### src/rtl/lwa_pkg.sv
package lwa_pkg;
  localparam int MAX_W = 32;
  localparam int HIST_W = 3 * MAX_W;
  localparam int PH_W = $clog2(MAX_W);

  typedef struct packed {
    logic clear;
    logic emit;
  } ctlStrobe_t;

  typedef enum logic [1:0] {
    ST_SEARCH  = 2'd0,
    ST_CONFIRM = 2'd1,
    ST_LOCKED  = 2'd2
  } lockState_t;

  function automatic logic [1:0] rateIdx(input logic [1:0] rate);
    return (rate == 2'd3) ? 2'd2 : rate;
  endfunction

  function automatic logic [PH_W-1:0] lastIdx(input logic [1:0] rate);
    case (rateIdx(rate))
      2'd0:    return PH_W'(7);
      2'd1:    return PH_W'(15);
      default: return PH_W'(31);
    endcase
  endfunction
endpackage

### src/rtl/lwa_datapath.sv
module lwa_datapath
  import lwa_pkg::*;
#(
  parameter int SEARCH_BITS = 160
) (
  input  logic                clk,
  input  logic                rst,
  input  logic                serIn,
  input  logic                syncIn,
  input  logic [1:0]          rateQ,
  input  ctlStrobe_t          ctl,
  output logic                matchHit,
  output logic [PH_W-1:0]     phase,
  output logic [MAX_W-1:0]    dataOut,
  output logic                validOut
);
  localparam int WIN_W = $clog2(SEARCH_BITS + 1);

  logic [HIST_W-1:0] hist;
  logic [WIN_W-1:0]  winCnt;
  logic [2:0]        hitVec;
  logic [MAX_W-1:0]  wordVec [3];
  logic [1:0]        sel;

  for (genvar g = 0; g < 3; g++) begin : g_width
    localparam int W = 8 << g;
    localparam logic [MAX_W-1:0] MASK = {MAX_W{1'b1}} >> (MAX_W - W);
    assign hitVec[g] = (hist[W-1:0] == '0) && (hist[2*W-1:W] == '1) &&
                       (hist[3*W-1:2*W] == '0);
    assign wordVec[g] = hist[MAX_W-1:0] & MASK;
  end

  assign sel      = rateIdx(rateQ);
  assign matchHit = (winCnt != '0) && hitVec[sel];

  always_ff @(posedge clk) begin
    if (rst || ctl.clear) begin
      hist     <= '0;
      phase    <= '0;
      winCnt   <= '0;
      validOut <= 1'b0;
      dataOut  <= '0;
    end else begin
      hist     <= {hist[HIST_W-2:0], serIn};
      phase    <= (phase == lastIdx(rateQ)) ? '0 : phase + 1'b1;
      validOut <= ctl.emit;
      if (ctl.emit) dataOut <= wordVec[sel];
      if (syncIn)                winCnt <= WIN_W'(SEARCH_BITS);
      else if (matchHit)         winCnt <= '0;
      else if (winCnt != '0)     winCnt <= winCnt - 1'b1;
    end
  end
endmodule

### src/rtl/lwa_control.sv
module lwa_control
  import lwa_pkg::*;
#(
  parameter int LOSS_W = 4
) (
  input  logic              clk,
  input  logic              rst,
  input  logic [1:0]        rateSel,
  input  logic              matchHit,
  input  logic [PH_W-1:0]   phase,
  output ctlStrobe_t        ctl,
  output logic [1:0]        rateQ,
  output logic              lockOut,
  output logic [LOSS_W-1:0] lossCount
);
  lockState_t      state;
  logic [PH_W-1:0] offset;
  logic            rateChg;

  assign rateChg   = (rateSel != rateQ);
  assign lockOut   = (state == ST_LOCKED);
  assign ctl.clear = rateChg;
  assign ctl.emit  = lockOut && (phase == offset) && !rateChg;

  always_ff @(posedge clk) begin
    rateQ <= rateSel;
    if (rst) begin
      state     <= ST_SEARCH;
      offset    <= '0;
      lossCount <= '0;
    end else if (rateChg) begin
      state <= ST_SEARCH;
    end else if (matchHit) begin
      case (state)
        ST_SEARCH: begin
          offset <= phase;
          state  <= ST_CONFIRM;
        end
        ST_CONFIRM: begin
          if (phase == offset) state <= ST_LOCKED;
          else offset <= phase;
        end
        default: begin
          if (phase != offset) begin
            state  <= ST_CONFIRM;
            offset <= phase;
            if (lossCount != '1) lossCount <= lossCount + 1'b1;
          end
        end
      endcase
    end
  end
endmodule

### src/rtl/link_word_aligner.sv
module link_word_aligner
  import lwa_pkg::*;
#(
  parameter int SEARCH_BITS = 160,
  parameter int LOSS_W = 4
) (
  input  logic              clk,
  input  logic              rst,
  input  logic              serIn,
  input  logic              syncIn,
  input  logic [1:0]        rateSel,
  output logic [31:0]       dataOut,
  output logic              validOut,
  output logic              lockOut,
  output logic [LOSS_W-1:0] lossCount
);
  ctlStrobe_t      ctl;
  logic            matchHit;
  logic [PH_W-1:0] phase;
  logic [1:0]      rateQ;

  lwa_datapath #(.SEARCH_BITS(SEARCH_BITS)) u_dp (
    .clk(clk), .rst(rst), .serIn(serIn), .syncIn(syncIn), .rateQ(rateQ),
    .ctl(ctl), .matchHit(matchHit), .phase(phase), .dataOut(dataOut),
    .validOut(validOut)
  );

  lwa_control #(.LOSS_W(LOSS_W)) u_ctl (
    .clk(clk), .rst(rst), .rateSel(rateSel), .matchHit(matchHit),
    .phase(phase), .ctl(ctl), .rateQ(rateQ), .lockOut(lockOut),
    .lossCount(lossCount)
  );
endmodule

### config.mk
export PLATFORM = sky130hd
export DESIGN_NAME = link_word_aligner
export DESIGN_NICKNAME = d
export VERILOG_FILES = /design/src/rtl/lwa_pkg.sv /design/src/rtl/lwa_datapath.sv /design/src/rtl/lwa_control.sv /design/src/rtl/link_word_aligner.sv
export SDC_FILE = /design/constraint.sdc
export NUM_CORES = 1
export LEC_CHECK = 0
export ABC_AREA = 1
export BUFFER_PORTS_ARGS = -buffer_cell sky130_fd_sc_hd__clkbuf_2
export CORE_ASPECT_RATIO = 0.6
export CORE_MARGIN = 8
export CORE_UTILIZATION = 45
export DETAILED_ROUTE_END_ITERATION = 8
export SLEW_MARGIN = 40
export SYNTH_ARGS = -nofsm -noshare
export SYNTH_HDL_FRONTEND = slang
export SYNTH_SLANG_ARGS = --single-unit
### constraint.sdc
create_clock -name clk -period 5.3 [get_ports clk]
set_input_delay 0.53 -clock clk [delete_from_list [all_inputs] [get_ports clk]]
set_output_delay 0.53 -clock clk [all_outputs]
set_load 0.1 [all_outputs]
# Word level (Yosys, flattened, before mapping)
# Index checks and enable logic that the tools add are counted.
[word_totals]
ramBits = 0
n_memories = 0
word_cells = 78
latchBits = 0
out_inout_bits = 38
romBits = 0
in_bits = 6
ff_bits = 155
[op_classes]
addsub = 3
muxes = 17
n_reduce_logical = 29
bitwise_logic = 3
div_mod_pow = 0
mul = 0
order_cmp = 2
eq_ne = 14
shifts = 0
[ops]
columns = ["cell", "n"]
rows = [
  ["$bmux 32 s2", 1],
  ["$logic_not 32->1", 2],
  ["$mux 32", 2],
  ["$eq 32x32->1 const B", 1],
  ["$logic_not 16->1", 2],
  ["$mux 8", 3],
  ["$pmux 5 s2", 2],
  ["$eq 16x16->1 const B", 1],
  ["$logic_not 8->1", 2],
  ["$mux 5", 3],
  ["$eq 5x5->1", 2],
  ["$logic_and 1x1->1", 9],
  ["$eq 8x8->1 const B", 1],
  ["$reduce_bool 8->1", 1],
  ["$sub 8x1->8 const B", 1],
  ["$mux 2", 3],
  ["$reduce_bool 3->1", 2],
  ["$reduce_or 2->1", 3],
  ["$add 5x1->5 const B", 1],
  ["$ne 5x5->1", 1],
  ["$reduce_and 5->1", 1],
  ["$add 4x1->4 const B", 1],
  ["$eq 2x1->1 const B", 2],
  ["$eq 2x2->1 const B", 2],
  ["17 further kinds", 19],
]

# Longest topological paths before layout
# Gate-level depths: netlist of the first run.
[depth]
word_depth = 8
ltp_mapped = 12

# Modules after synthesis
# From an unflattened synthesis of the first run, not the netlist that was laid out.
[hier_totals]
hier_cells = 725
hier_area_um2 = 5676.7
[by_module_without_submodules]
columns = ["mod", "area_each_um2", "instances", "cells_per_inst", "seq_area_each_um2"]
rows = [
  ["lwa_datapath", 4939.7, 1, 615, 2842.7],
  ["lwa_control", 737.0, 1, 110, 260.2],
]

# Least setup slack after synthesis of the first run
# No wires, ideal clock.
[synth_path]
path_kind = "register to output"
from = "register u_ctl.state[1]"
to = "output port lockOut"
stages_incl_launch_ff = 3
n_path_buf = 0
path_slack_ns = 3.065
arrival_time_ns = 1.705
path_cell_list = "dfxtp_1 inv_1 nor2_1"
[synth_between]
elab_chain_cells = 1
[synth_rtl]
columns = ["element", "line", "rtl"]
rows = [
  ["from (decl)", "lwa_control.sv:16", "lockState_t state;"],
  ["from (signal assigned)", "lwa_control.sv:28", "state <= ST_SEARCH;"],
  ["from (signal assigned)", "lwa_control.sv:32", "state <= ST_SEARCH;"],
  ["from (signal assigned)", "lwa_control.sv:37", "state <= ST_CONFIRM;"],
  ["$eq 2x2->1", "lwa_control.sv:21", "assign lockOut = (state == ST_LOCKED);"],
  ["to (decl)", "link_word_aligner.sv:14", "output logic lockOut,"],
]
# Every way passes these cells.

# Worst setup path in the final report of the first run
[layout_path]
from = "register u_dp.phase[0]"
to = "register u_dp.dataOut[20]"
[layout_between]
elab_chain_cells = 3
[layout_rtl]
columns = ["element", "line", "rtl"]
rows = [
  ["from (decl)", "lwa_datapath.sv:13", "output logic [PH_W-1:0] phase,"],
  ["from (signal assigned)", "lwa_datapath.sv:45", "phase <= (phase == lastIdx(rateQ)) ? '0 : phase + 1'b1;"],
  ["$eq 5x5->1", "lwa_control.sv:23", "assign ctl.emit = lockOut && (phase == offset) && !rateChg;"],
  ["$logic_and 1x1->1 (2 in series)", "lwa_control.sv:23", ""],
  ["to (signal assigned)", "lwa_datapath.sv:47", "if (ctl.emit) dataOut <= wordVec[sel];"],
  ["to (decl)", "lwa_datapath.sv:14", "output logic [MAX_W-1:0] dataOut,"],
]
# Every way passes these cells.
# A chain may end at the register's enable or synchronous reset.

==> results.toml, run 1 <==
[clock_tree]
hold_buffers = 0
htree_levels = 4
cts_tree = "done"
cts_resized = 0
cts_buffers = 17
clock_sinks = 155
postCtsSetupBuffers = 0
clk-insertion-delay-late_ns = 0.42
cts_root_buffer = "clkbuf_16"
clk_pin_slew_worst_paths_ns = 0.06
clock_path_buffers = 2

[setup_path]
cp_slowest_stage_delay_ns = 0.56
critPathKind = "reg -> reg"
setup.worst_path.start = "u_dp.phase[0]$_SDFF_PP0_"
path_cells = "inv_2 -> nand2_1 -> nand2_1 -> a21oi_2 -> nand3_1 -> nor3_4 -> nand2_2 -> nand3_1 -> o31ai_2"
cpMaxStageDelayCell = "nor3_4"
rrSetupSlack_ns = 2.80
start_kind = "register"
r2r-end = "u_dp.dataOut[20]$_SDFFE_PP0P_"
worstReg2RegStart = "u_dp.phase[0]$_SDFF_PP0_"
crit_path_max_fanout = 24
critPathRequiredTime_ns = 5.58
end_kind = "register"
r2r_cells = 9
worstPathArrival_ns = 2.78
crit_end = "u_dp.dataOut[20]$_SDFFE_PP0P_"

[pwr]
clkPwrFrac_pct = 49.0
p_per_area_nw_per_um2 = 365.4
p_switching_w = 0.0005498
share_seq_of_total_power_pct = 47.7
p_sw_share_pct = 22.34
vdd_drop_max_mv = 0.2008
power.internal_w = 0.001911
combPwrFrac_pct = 3.3
p_leak_nw = 2.692

[yosys]
synth_seq_cells = 155
synth_warnings = 0
syn_avg_cell_area_um2 = 7.970
synth_seq_area_share_pct = 53.55
yosysTopAreaCell = "dfxtp_1"
synth_area_leaders = "dfxtp_1 (54%), nor2_1 (12%), inv_1 (8.5%), nand2_1 (6.3%), o31ai_2 (4.1%)"
yosysTopAreaCellShare_pct = 53.55
syn_area_um2 = 5794
synth_cell_types = 32
netlist_instances = 727
syn-num-nets = 736

[grt]
grt_pass1_wl_um = 19520
use_met1_pct = 18.89
antenna_found_initial = 0
grt_pass1_vias = 4158
top_usage_layer = "met2"
grt_max_degree = 100
grtUsageMet2_pct = 20.65
grtUsageMet3_pct = 4.822
grt.overflow.total = 0
grt_use_total_pct = 14.13

[floorplan]
die_y_um = 103.9
row_count = 32
core_um2 = 12690
die_area_um2 = 16880
initial_core_util_pct = 45.65
io_pins = 44
die_x_um = 162.5

[timing]
period_minus_slack_ns = 2.497
fin_crit_sh_pct = 47.10
rsz0062_at_grt = "false"
max_freq_mhz = 400.6
clock_skew_ns = 0.01234
drv_slew = 0
final_hold_viol_count = 0
slew_headroom_pct = 48.92
setup_viol = 0
finalSetupTns_ns = 0
worst_slew_pin_slew_ns = 0.7614
fin_ws_ns = 2.803

[cells_and_area]
layout_commonest_cell = "nor2_1"
nets = 779
final_area_um2 = 6734
layout.cells.non_filler = 953
register_area_um2 = 3103
syn2layout_area_growth_pct = 16.22
drive_above_1_share_pct = 15.20
final_cell_mix = "nor2_1 (187), dfxtp_1 (155), inv_1 (131)"
antenna_cells = 0
multiInputGateArea_um2 = 2076
fillers = 1171

[placement]
io_buffers = 43
dp.cells = 921
place.gp.congestion = 0.7485
place_area_um2 = 6140
dpl.hpwl_um = 7709
pre_cts_slack_ns = 2.809

[drt]
drt-total-wl_um = 11250
remaining_drc_errors = 0
ant_nets = 0
wl_per_cell_um = 11.81
drt_first_pass_iters = 4
vias = 4288
vias_per_cell = 4.499
dr.first_iter.drc_count = 242

[outcome]
outcome = "complete, no violations"

[flow_run]
drv_cap = 0

[min_path]
hp-class = "in -> reg"
-- cell usage after synthesis, drive strengths merged --
library cell,count
nor2,190
dfxtp,155
inv,134
nand2,99
nand3,38
o31ai,25
a21oi,13
buf,11
clkbuf,10
nor3,9
o21ai,9
a31oi,8
nand4,8
xnor2,7
xor2,7
ha,3
clkinv,1
-- worst min path at each step --
stage                             startpoint                       end  slack, ns  cells past startpoint
floorplan           u_dp.hist[51]$_SDFF_PP0_  u_dp.hist[52]$_SDFF_PP0_       0.41                      2
global placement    u_dp.hist[74]$_SDFF_PP0_  u_dp.hist[75]$_SDFF_PP0_       0.41                      2
detailed placement  u_dp.hist[66]$_SDFF_PP0_  u_dp.hist[67]$_SDFF_PP0_       0.41                      2
CTS                               rateSel[1]    u_ctl.rateQ[1]$_DFF_P_       0.22                      1
global route                      rateSel[0]    u_ctl.rateQ[0]$_DFF_P_       0.23                      1
finish                            rateSel[0]    u_ctl.rateQ[0]$_DFF_P_       0.24                      1
-- flip-flops by register name (all words and copies together), names as in the netlist --
signal and flops:
u_dp.hist 96, u_dp.dataOut 32, u_dp.winCnt 8, u_ctl.offset 5, u_dp.phase 5, u_ctl.lossCount 4
u_ctl.rateQ 2, u_ctl.state 2, u_dp.validOut 1
-- power by group through the flow --
stage | sequential (W) | combinational (W) | clock, W
final | 0.00117 | 0.0000809 | 0.00121
after global routing | 0.00117 | 0.0000900 | 0.00129
after CTS | 0.00117 | 0.0000807 | 0.00123
after detailed placement | 0.00120 | 0.0000802 | 0
after global placement | 0.00120 | 0.0000768 | 0
after floorplan | 0.00120 | 0.0000620 | 0
-- area by class of cell --
type,instances,area share [%]
Timing Repair Buffer,45,3.586
Inverter,135,7.525
Clock inverter,13,2.100
Clock buffer,19,6.726
Sequential cell,155,46.08
Multi-Input combinational cell,416,30.82
Tap cell,170,3.159
-- worst max-delay path: cells and delay by family, from the launching register on --
family                 cells  cell delay, ns
buffers and inverters      1            0.04
DFF                        1            0.44
and+or+nand+nor            6            1.64
AOI/OAI and AO/OA          2            0.22
-- layer usage --
| layer | vias to the layer above | routed length, um |
|---|---|---|
| met3 | 9 | 616 |
| met4 | 0 | 93 |
| met2 | 68 | 4649 |
| met1 | 1911 | 5893 |
| li1 | 2300 | - |
| met5 | - | 0 |
-- kinds of logic (layout without fill, tap and decap cells) --
logic type	count (synthesis)	after routing	share of synthesized area, %
AOI/OAI and AO/OA	55	55	7.774
xor gates and xnor gates	14	14	2.116
adders and majority gates	3	3	0.6479
buffers and inverters	156	212	10.62
DFF	155	155	53.55
and+or+nand+nor	344	344	25.29
-- through the flow --
step	utilization (%)	power (W)	hold slack, ns
after floorplan	-	0.001260	0.4082
after global placement	48.23	0.001277	0.4103
after detailed placement	48.37	0.001280	0.4146
after CTS	53.06	0.002489	0.2225
after global routing	53.06	0.002555	0.2280
final	53.06	0.002461	0.2390
Note: power is estimated with default switching activity, not from simulation.
==> run 2, diff against run 1 <==
Clock period 5.3 ns to 2.1 ns, I/O delays scaled along.
==> run 2 against run 1 <==
Effect of this change:
- clock skew shrank 0.0011 ns
- fmax grew 27%
- worst setup slack lost 2.7 ns
- worst hold slack lost 0.17 ns
- register-to-register slack lost 2.7 ns
- critical path type unchanged
- critical path depth grew 1
- utilization grew 1.1 points
- via count grew 3.4%
==> results.toml, run 2 (synthesized netlist as in run 1, its figures left out) <==
[outcome]
outcome = "complete, no violations"

[floorplan]
die_area_um2 = 16880
die_y_um = 103.9
io_pins = 44
row_count = 32
core_um2 = 12690
initial_core_util_pct = 45.65
die_x_um = 162.5

[pwr]
total_power_w = 0.006219
p_per_area_nw_per_um2 = 905.2
vdd_drop_max_mv = 0.7535
p_leak_nw = 2.745

[drt]
remaining_drc_errors = 0
wl_per_cell_um = 12.15
ant_nets = 0
vias_per_cell = 4.598
vias = 4432
drt_first_pass_iters = 4
dr.first_iter.drc_count = 249
drt-total-wl_um = 11720

[grt]
grt_use_total_pct = 14.76
grt_pass1_vias = 4256
grt_max_degree = 69
grt.overflow.total = 0
grt_pass1_wl_um = 20450
antenna_found_initial = 0

[timing]
slew_headroom_pct = 61.97
max_freq_mhz = 509.9
final_hold_viol_count = 0
finalSetupTns_ns = 0
worst_slew_pin_slew_ns = 0.5698
period_minus_slack_ns = 1.961
setup_viol = 0
fin_crit_sh_pct = 93.38
clock_skew_ns = 0.01128
drv_slew = 0

[setup_path]
crit_end = "u_dp.dataOut[1]$_SDFFE_PP0P_"
rrSetupSlack_ns = 0.14
start_kind = "register"
r2r_cells = 10
setup.worst_path.start = "u_dp.phase[0]$_SDFF_PP0_"
worstReg2RegStart = "u_dp.phase[0]$_SDFF_PP0_"
end_kind = "register"
critPathRequiredTime_ns = 2.43
critPathKind = "reg -> reg"
r2r-end = "u_dp.dataOut[1]$_SDFFE_PP0P_"
crit_path_max_fanout = 16
worstPathArrival_ns = 2.29

[clock_tree]
clock_path_buffers = 2
cts_root_buffer = "clkbuf_16"
clock_sinks = 155
cts_tree = "done"
htree_levels = 4
clk-insertion-delay-late_ns = 0.41
clk_pin_slew_worst_paths_ns = 0.06
cts_buffers = 17

[placement]
place.gp.congestion = 0.7902
io_buffers = 43
dpl.hpwl_um = 8208

[cells_and_area]
register_area_um2 = 3103
largest-register = "u_dp.hist"
multiInputGateArea_um2 = 2120
drive_above_1_share_pct = 16.25
syn2layout_area_growth_pct = 18.57
largest_registers = "u_dp.hist (96), u_dp.dataOut (32), u_dp.winCnt (8)"
fillers = 1160
largest_register_ffs = 96
antenna_cells = 0
nets = 792
layout_commonest_cell = "nor2_1"
final_cell_mix = "nor2_1 (186), dfxtp_1 (155), inv_1 (131)"

[flow_run]
drv_cap = 0

[min_path]
hp-class = "in -> reg"
worstHoldStart = "rst"
==> run 2: cell types whose count changed in the layout (fill, tap and decap cells not counted), sizes merged <==
cell / delta
buf: +10
bufinv: +1
clkinv: +1
clkinvlp: -2
dlygate4sd3: +3
inv: -2
==> run 2: timing repair <==
| action | CTS | global route |
|---|---|---|
| pin swaps | 0 | 3 |
| setup endpoints to repair | 2 | 20 |
| endpoints found under the hold margin | 3 | 0 |
| gates resized for setup | 1 | 7 |
| hold buffers | 3 | 0 |
| setup buffers | 0 | 2 |
==> run 2: layout make-up <==
| class | instances | area share [%] |
|---|---|---|
| clock buffer | 19 | 6.301 |
| clock inverter | 11 | 2.149 |
| inverter | 135 | 7.376 |
| multi-input combinational | 416 | 30.85 |
| sequential | 155 | 45.16 |
| tap | 170 | 3.096 |
| timing repair buffer | 58 | 5.063 |
==> run 2: how the worst min path moves through the flow <==
stage,cells after the start,to,slack [ns]
floorplan,0,u_ctl.rateQ[0]$_DFF_P_,0.24
global placement,1,u_ctl.rateQ[1]$_DFF_P_,0.37
detailed placement,1,u_ctl.rateQ[0]$_DFF_P_,0.37
CTS,2,u_ctl.lossCount[3]$_SDFFE_PP0P_,0.06
global route,2,u_ctl.lossCount[1]$_SDFFE_PP0P_,0.07
finish,2,u_ctl.lossCount[1]$_SDFFE_PP0P_,0.07
==> run 2: report_power, final <==
part	switching, W	internal [W]	leakage (nW)
clock network	0.00116	0.00186	0.283
registers	0.0000128	0.00295	1.25
logic	0.000168	0.0000690	1.21
total	0.00134	0.00488	2.74
==> run 2: critical path, cell delays in order, from the launching register on <==
cell,delay [ns]
dfxtp_1,0.42
inv_2,0.04
nand2_1,0.06
nand2_1,0.07
a21oi_2,0.20
nand3_1,0.21
nor3_4,0.25
buf_4,0.17
buf_4,0.20
o21ai_0,0.09
a31oi_1,0.16
==> run 2: metal layers <==
metal | part of all wire (%) | vias to the layer above | GRT usage, %
met5 | 0 | - | 0
met4 | 1.3 | 0 | 5.263
met3 | 5.4 | 14 | 4.229
met2 | 41 | 79 | 21.21
met1 | 52 | 2018 | 20.58
li1 | - | 2321 | -
==> run 2: per-stage QoR <==
stage | hold slack, ns | utilization [%] | cells | cell area (um2) | setup WS [ns]
global placement | 0.3687 | 48.86 | 929 | 6201 | 0.07623
finish | 0.07388 | 54.13 | 964 | 6870 | 0.1390
CTS | 0.05723 | 53.71 | 962 | 6817 | 0.04862
detailed placement | 0.3694 | 48.86 | 929 | 6201 | 0.01168
floorplan | 0.2377 | - | 727 | 5794 | 0.1788
global route | 0.06874 | 54.13 | 964 | 6870 | -0.004169
